**config.mk**
```make
export PLATFORM = sky130hd
export DESIGN_NAME = capture_timer
export DESIGN_NICKNAME = d
export VERILOG_FILES = /design/src/rtl/capPkg.sv /design/src/rtl/capDatapath.sv /design/src/rtl/capCtrl.sv /design/src/rtl/capture_timer.sv
export SDC_FILE = /design/constraint.sdc
export NUM_CORES = 1
export LEC_CHECK = 0
export BUFFER_PORTS_ARGS = -buffer_cell sky130_fd_sc_hd__buf_2
export CAP_MARGIN = 25
export CORE_AREA = 5 5 108 110
export DETAILED_ROUTE_END_ITERATION = 10
export DIE_AREA = 0 0 113 115
export PLACE_DENSITY = 0.72
export SLEW_MARGIN = 20
export SYNTH_ARGS = -nofsm -noshare
export SYNTH_HDL_FRONTEND = slang
export SYNTH_HIERARCHICAL = 1
export SYNTH_SLANG_ARGS = --single-unit
```
**constraint.sdc**
```tcl
create_clock -name clk -period 2.2 [get_ports clk]
set_clock_uncertainty 0.1 [all_clocks]
set_input_delay 0.22 -clock clk [delete_from_list [all_inputs] [get_ports clk]]
set_output_delay 0.22 -clock clk [all_outputs]
set_load 0.1 [all_outputs]
```
**src/rtl/capPkg.sv**
```systemverilog
package capPkg;
  typedef enum logic [1:0] {
    EDGE_OFF  = 2'd0,
    EDGE_RISE = 2'd1,
    EDGE_FALL = 2'd2,
    EDGE_BOTH = 2'd3
  } edgeSel_e;

  // per-channel strobe bundle from control to datapath
  typedef struct packed {
    logic     load;
    edgeSel_e mode;
  } chStrobe_t;

  localparam int REG_CTRL  = 0;
  localparam int REG_EDGE  = 1;
  localparam int REG_IEN   = 2;
  localparam int REG_LOCK  = 3;
  localparam int REG_FLAGS = 4;
  localparam int REG_COUNT = 5;
  localparam int REG_CAP0  = 8;
endpackage

```
**src/rtl/capDatapath.sv**
```systemverilog
module capDatapath
  import capPkg::*;
#(
  parameter int NUM_CH = 4,
  parameter int CNT_W  = 16
) (
  input  logic             clk,
  input  logic             rstN,
  input  logic [NUM_CH-1:0] pins,
  input  chStrobe_t        strobes [NUM_CH],
  output logic [NUM_CH-1:0] hit,
  output logic             wrap,
  output logic [CNT_W-1:0] count,
  output logic [CNT_W-1:0] capVal [NUM_CH]
);
  always_ff @(posedge clk or negedge rstN) begin
    if (!rstN) count <= '0;
    else       count <= count + 1'b1;
  end

  assign wrap = &count;

  for (genvar g = 0; g < NUM_CH; g++) begin : gCh
    logic meta, syncd, prev;

    always_ff @(posedge clk or negedge rstN) begin
      if (!rstN) begin
        meta  <= 1'b0;
        syncd <= 1'b0;
        prev  <= 1'b0;
      end else begin
        meta  <= pins[g];
        syncd <= meta;
        prev  <= syncd;
      end
    end

    always_comb begin
      case (strobes[g].mode)
        EDGE_RISE: hit[g] = syncd & ~prev;
        EDGE_FALL: hit[g] = ~syncd & prev;
        EDGE_BOTH: hit[g] = syncd ^ prev;
        default:   hit[g] = 1'b0;
      endcase
    end

    always_ff @(posedge clk or negedge rstN) begin
      if (!rstN)                capVal[g] <= '0;
      else if (strobes[g].load) capVal[g] <= count;
    end
  end
endmodule

```
**src/rtl/capCtrl.sv**
```systemverilog
module capCtrl
  import capPkg::*;
#(
  parameter int NUM_CH = 4,
  parameter int CNT_W  = 16,
  parameter int ADDR_W = 4,
  parameter int IDX_W  = 2
) (
  input  logic              clk,
  input  logic              rstN,
  input  logic [NUM_CH-1:0] hit,
  input  logic              wrap,
  input  logic [CNT_W-1:0]  count,
  input  logic [CNT_W-1:0]  capVal [NUM_CH],
  input  logic [ADDR_W-1:0] regAddr,
  input  logic              wrEn,
  input  logic [CNT_W-1:0]  wrData,
  input  logic              rdEn,
  output logic [CNT_W-1:0]  rdData,
  output chStrobe_t         strobes [NUM_CH],
  output logic              irqValid,
  output logic [IDX_W-1:0]  irqIdx,
  output logic [NUM_CH-1:0] flagsOut,
  output logic [NUM_CH-1:0] ienOut,
  output logic [NUM_CH-1:0] lockOut
);
  localparam int EDGE_W  = 2 * NUM_CH;
  localparam int OVF_BIT = CNT_W - 1;

  logic              fastClr;
  logic [EDGE_W-1:0] edgeCfg;
  logic [NUM_CH-1:0] ien, lock, flags, clrVec, pend;
  logic              ovfFlag, ovfClr, wrFlags;
  logic              unusedWrBits;

  assign unusedWrBits = ^wrData;
  assign wrFlags      = wrEn && (regAddr == ADDR_W'(REG_FLAGS));
  assign ovfClr       = wrFlags && wrData[OVF_BIT];

  always_comb begin
    clrVec = wrFlags ? wrData[NUM_CH-1:0] : '0;
    for (int i = 0; i < NUM_CH; i++)
      if (fastClr && rdEn && (regAddr == ADDR_W'(REG_CAP0 + i))) clrVec[i] = 1'b1;
  end

  always_ff @(posedge clk or negedge rstN) begin
    if (!rstN) begin
      fastClr <= 1'b0;
      edgeCfg <= '0;
      ien     <= '0;
      lock    <= '0;
      flags   <= '0;
      ovfFlag <= 1'b0;
    end else begin
      if (wrEn) begin
        case (regAddr)
          ADDR_W'(REG_CTRL): fastClr <= wrData[0];
          ADDR_W'(REG_EDGE): edgeCfg <= wrData[EDGE_W-1:0];
          ADDR_W'(REG_IEN):  ien     <= wrData[NUM_CH-1:0];
          ADDR_W'(REG_LOCK): lock    <= wrData[NUM_CH-1:0];
          default: ;
        endcase
      end
      flags   <= (flags & ~clrVec) | hit;
      ovfFlag <= wrap | (ovfFlag & ~ovfClr);
    end
  end

  for (genvar g = 0; g < NUM_CH; g++) begin : gStb
    assign strobes[g].mode = edgeSel_e'(edgeCfg[2*g +: 2]);
    assign strobes[g].load = hit[g] & ~(lock[g] & flags[g]);
  end

  assign pend = flags & ien;

  always_comb begin
    irqIdx = '0;
    for (int i = NUM_CH - 1; i >= 0; i--)
      if (pend[i]) irqIdx = IDX_W'(i);
    irqValid = |pend;
  end

  always_comb begin
    rdData = '0;
    case (regAddr)
      ADDR_W'(REG_CTRL):  rdData[0] = fastClr;
      ADDR_W'(REG_EDGE):  rdData[EDGE_W-1:0] = edgeCfg;
      ADDR_W'(REG_IEN):   rdData[NUM_CH-1:0] = ien;
      ADDR_W'(REG_LOCK):  rdData[NUM_CH-1:0] = lock;
      ADDR_W'(REG_FLAGS): begin
        rdData[NUM_CH-1:0] = flags;
        rdData[OVF_BIT]    = ovfFlag;
      end
      ADDR_W'(REG_COUNT): rdData = count;
      default: begin
        for (int i = 0; i < NUM_CH; i++)
          if (regAddr == ADDR_W'(REG_CAP0 + i)) rdData = capVal[i];
      end
    endcase
  end

  assign flagsOut = flags;
  assign ienOut   = ien;
  assign lockOut  = lock;
endmodule

```
**src/rtl/capture_timer.sv**
```systemverilog
module capture_timer
  import capPkg::*;
#(
  parameter int NUM_CH = 4,
  parameter int CNT_W  = 16,
  parameter int ADDR_W = 4,
  parameter int IDX_W  = (NUM_CH > 1) ? $clog2(NUM_CH) : 1
) (
  input  logic              clk,
  input  logic              rstN,
  input  logic [NUM_CH-1:0] capPins,
  input  logic [ADDR_W-1:0] regAddr,
  input  logic              regWrEn,
  input  logic [CNT_W-1:0]  regWrData,
  input  logic              regRdEn,
  output logic [CNT_W-1:0]  regRdData,
  output logic              irqValid,
  output logic [IDX_W-1:0]  irqIdx
);
  chStrobe_t         strobes [NUM_CH];
  logic [NUM_CH-1:0] hit, chFlags, irqEn, lockEn;
  logic              wrap;
  logic [CNT_W-1:0]  cntVal;
  logic [CNT_W-1:0]  capVal [NUM_CH];

  capDatapath #(.NUM_CH(NUM_CH), .CNT_W(CNT_W)) u_dp (
    .clk(clk), .rstN(rstN), .pins(capPins), .strobes(strobes),
    .hit(hit), .wrap(wrap), .count(cntVal), .capVal(capVal)
  );

  capCtrl #(.NUM_CH(NUM_CH), .CNT_W(CNT_W), .ADDR_W(ADDR_W), .IDX_W(IDX_W)) u_ctrl (
    .clk(clk), .rstN(rstN), .hit(hit), .wrap(wrap), .count(cntVal), .capVal(capVal),
    .regAddr(regAddr), .wrEn(regWrEn), .wrData(regWrData), .rdEn(regRdEn),
    .rdData(regRdData), .strobes(strobes), .irqValid(irqValid), .irqIdx(irqIdx),
    .flagsOut(chFlags), .ienOut(irqEn), .lockOut(lockEn)
  );
endmodule

```
==> flow_metrics.tcl <==
set metrics [dict create \
    seqCellArea_um2 2858 \
    comb_power_share 0.227 \
    synth.distinct_cells 53 \
    seqPwrFrac 0.366 \
    insertion_delay_ns 0.52 \
    total_power_w 0.007216 \
    routed_wl_mm 13.37 \
    num_antenna_cells 0 \
    drive_gt1_frac 0.4712 \
    die_h_um 115 \
    ant_nets 0 \
    grt_antenna_before_repair 0 \
    p_leak_nw 3.319 \
    wire_per_inst_um 20.25 \
    first_pass_iters 4 \
    worst_pin_slew_ns 0.6083 \
    synth_nets 468 \
    grt_pass1_vias 4066 \
    gp_congestion 0.8669 \
    ys_warn_count 6 \
    met1_usage 0.2719 \
    power_switching_w 0.002071 \
    syn_area_per_cell_um2 12.96 \
    first_iter_violations 280 \
    fmax_ghz 0.4542 \
    violations "setup timing" \
    clkSlewWorstSetupHoldPaths_ns 0.06 \
    ir_worst_vdd_v 0.0009156 \
    slew_viol_final 0 \
    cts-root-buf "clkbuf_8" \
    final_nets 544 \
    hpwl_mm 8.238 \
    die_w_um 113 \
    clock_path_buffers 2 \
    htreeDepth 4 \
    synth_cells 431 \
    final.min_clock_period_ns 2.202 \
    worst_setup_path_end_kind "primary output" \
    period_share 1.001 \
    rsz0062_at_grt "yes" \
    grt_max_degree 47 \
    port_buffers 39 \
    yosys.area.top_type "dfrtp_1" \
    pin_count 47 \
    top_usage_layer "met2" \
    grt_overflow 0 \
    ys_seq_area_frac 0.5106 \
    maxCapViolCount 0 \
    clkPwrFrac 0.406 \
    min_path_type "in2reg" \
    fillers 723 \
    syn_area_um2 5587 \
    grt_pass1_wl_mm 21.40 \
    met3_usage 0.05632 \
    hold_violations 0 \
    synth_area_leaders "dfrtp_1 51%, mux2_2 17%, mux4_2 5.6%, ha_1 2.0%, nand2_1 2.0%" \
    required_ns 1.88 \
    arrival_ns 1.88 \
    status "complete, but fails checks" \
    synthDominantCellAreaShare 0.5106 \
    internal_power_w 0.005145 \
    crit_fanout 2 \
    placed_cell_area_um2 6266 \
    syn_to_final_growth_pct 29.63 \
    grt_use_total 0.2138 \
    relSlewSlack 0.5945 \
    multi_input_area_um2 2651 \
    row_count 38 \
    setup_slack_ns -0.001846 \
    coreArea_um2 10600 \
    use_met2 0.3582 \
    clkSinkCount 114 \
    via_per_inst 5.721 \
    powerDensity_nw_per_um2 996.4 \
    start_util 0.5269 \
    setup-violations-final 2 \
    numCtsBuffers 17 \
    die-area_um2 13000 \
    swShare 0.2870 \
    synth_seq_cells 114 \
    drc 0 \
    worstSetupPathType "reg2out" \
    stdcell_area_um2 7242 \
    cts_tree "built" \
    vias 3776 \
    start_kind "flip-flop" \
]
## per-layer routing
metal | vias up | routed length, um
met4 | 0 | 224
met1 | 1967 | 5834
met3 | 21 | 488
met5 | - | 0
li1 | 1712 | -
met2 | 76 | 6819
## critical path, stage by stage (launching register included)
cell and delay (ns):
dfrtp_1 0.40, mux4_2 0.52, a21o_1 0.21, buf_4 0.24
## what timing repair did
item,4_1_cts,5_1_grt
resized for setup,11,17
endpoints found under the hold margin,68,0
setup buffers,2,12
hold buffers,14,0
setup endpoints to repair,7,73
pin swaps,2,4
cloned,0,0
## stage by stage
stage                     instances   TNS [ns]  utilization  hold WS, ns  setup slack [ns]
final                           660  -0.002250       0.6830      0.08219         -0.001846
after global routing            660    -0.6442       0.6830      0.07481          -0.06046
after global placement          600          0       0.5910       0.1646           0.07753
after floorplan                 431    -0.3412            -      -0.1756           -0.3412
after detailed placement        600          0       0.5910       0.1701           0.05735
after CTS                       648          0       0.6698      0.07169         0.0009635
## cell families after synthesis
logic type | count (synthesis) | share of synthesized area
XOR/XNOR | 14 | 0.02195
adder cells (fa/ha/maj) | 9 | 0.02016
flip-flops | 114 | 0.5106
multiplexers | 104 | 0.2361
AND/OR/NAND/NOR | 89 | 0.09317
AO/OA/AOI/OAI | 61 | 0.07839
buffers and inverters | 40 | 0.03964
## cell usage after synthesis, drive strengths merged
| master | count |
|---|---|
| a221o | 1 |
| nor2 | 19 |
| nand3 | 8 |
| a22oi | 5 |
| a21oi | 11 |
| xnor2 | 4 |
| buf | 19 |
| nand2 | 31 |
| a221oi | 1 |
| a21o | 3 |
| a31o | 5 |
| nor2b | 9 |
| xor2 | 10 |
| a211oi | 5 |
| o21ai | 10 |
| dfrtp | 114 |
| nor3 | 7 |
| and2b | 1 |
| a22o | 1 |
| a21boi | 4 |
| mux4 | 14 |
| inv | 14 |
| a311oi | 1 |
| o31ai | 1 |
| nor3b | 1 |
| nand2b | 3 |
| nor4 | 3 |
| a32oi | 1 |
| clkbuf | 7 |
| and4b | 2 |
| and3 | 2 |
| mux2i | 8 |
| mux2 | 82 |
| o211ai | 1 |
| o2bb2ai | 9 |
| a41o | 1 |
| nand4 | 3 |
| ha | 9 |
| o21a | 1 |
## path summary, 6_finish.rpt
| kind | startpoint | to | slack, ns | cells past startpoint |
|---|---|---|---|---|
| setup / recovery | u_dp/capVal[5] | regRdData[5] | -0.002 | 3 |
| hold / removal | regRdEn | u_ctrl/flagsOut[1] | 0.08 | 5 |
| setup reg to reg | u_dp/gCh[0].syncd | u_dp/capVal[62] | 0.08 | 8 |
| hold reg to reg | u_dp/gCh[0].meta | u_dp/gCh[0].syncd | 0.25 | 0 |
| max in group asynchronous | rstN | u_dp/capVal[46] | 1.09 | 3 |
| min in group asynchronous | rstN | u_ctrl/edgeCfg[7] | 0.17 | 2 |
## power by group through the flow
stage / clock network [W] / registers (W) / logic, W
floorplan: 0 / 0.00258 / 0.00111
global placement: 0 / 0.00264 / 0.00146
detailed placement: 0 / 0.00266 / 0.00149
CTS: 0.00297 / 0.00263 / 0.00156
global route: 0.00308 / 0.00269 / 0.00172
finish: 0.00293 / 0.00264 / 0.00164
## sequential cells by signal, indices dropped and copies added (netlist names)
signal	count
u_ctrl/ovfFlag	1
u_dp/gCh.syncd	4
u_dp/gCh.prev	4
u_dp/gCh.meta	4
u_ctrl/fastClr	1
u_ctrl/flagsOut	4
u_ctrl/lockOut	4
u_dp/capVal	64
u_ctrl/ienOut	4
u_dp/count	16
u_ctrl/edgeCfg	8
## cells in the final DEF (no fill, tap or decap), types with 3 or more instances in the layout
cell	netlist	layout
dfrtp_1	114	110
mux2_2	82	81
nand2_1	30	29
buf_4	1	25
buf_2	13	21
buf_12	1	19
clkbuf_16	0	17
dlygate4sd3_1	0	14
mux4_2	14	14
nor2_1	17	14
inv_1	13	13
xor2_1	10	10
ha_1	9	9
mux2i_1	8	8
a21oi_1	11	8
nor3_1	7	7
o21ai_0	9	7
o2bb2ai_2	0	7
nor2b_1	8	7
clkbuf_8	0	6
nand3_1	6	6
nor2_2	2	5
a31o_2	5	5
bufinv_16	0	4
a22oi_1	4	4
dfrtp_2	0	4
xnor2_1	4	4
clkinv_2	0	3
nand2b_1	3	3
a21o_1	3	3
a21oi_2	0	3
a211oi_2	0	3
## final cells by class
class / instances / area share
Tap cell: 140 / 0.02419
Sequential cell: 114 / 0.3946
Clock inverter: 9 / 0.02073
Inverter: 14 / 0.007256
Clock buffer: 23 / 0.06721
Multi-Input combinational cell: 277 / 0.3661
Timing Repair Buffer: 83 / 0.1199
No activity file was read; power rests on OpenSTA's default activity.
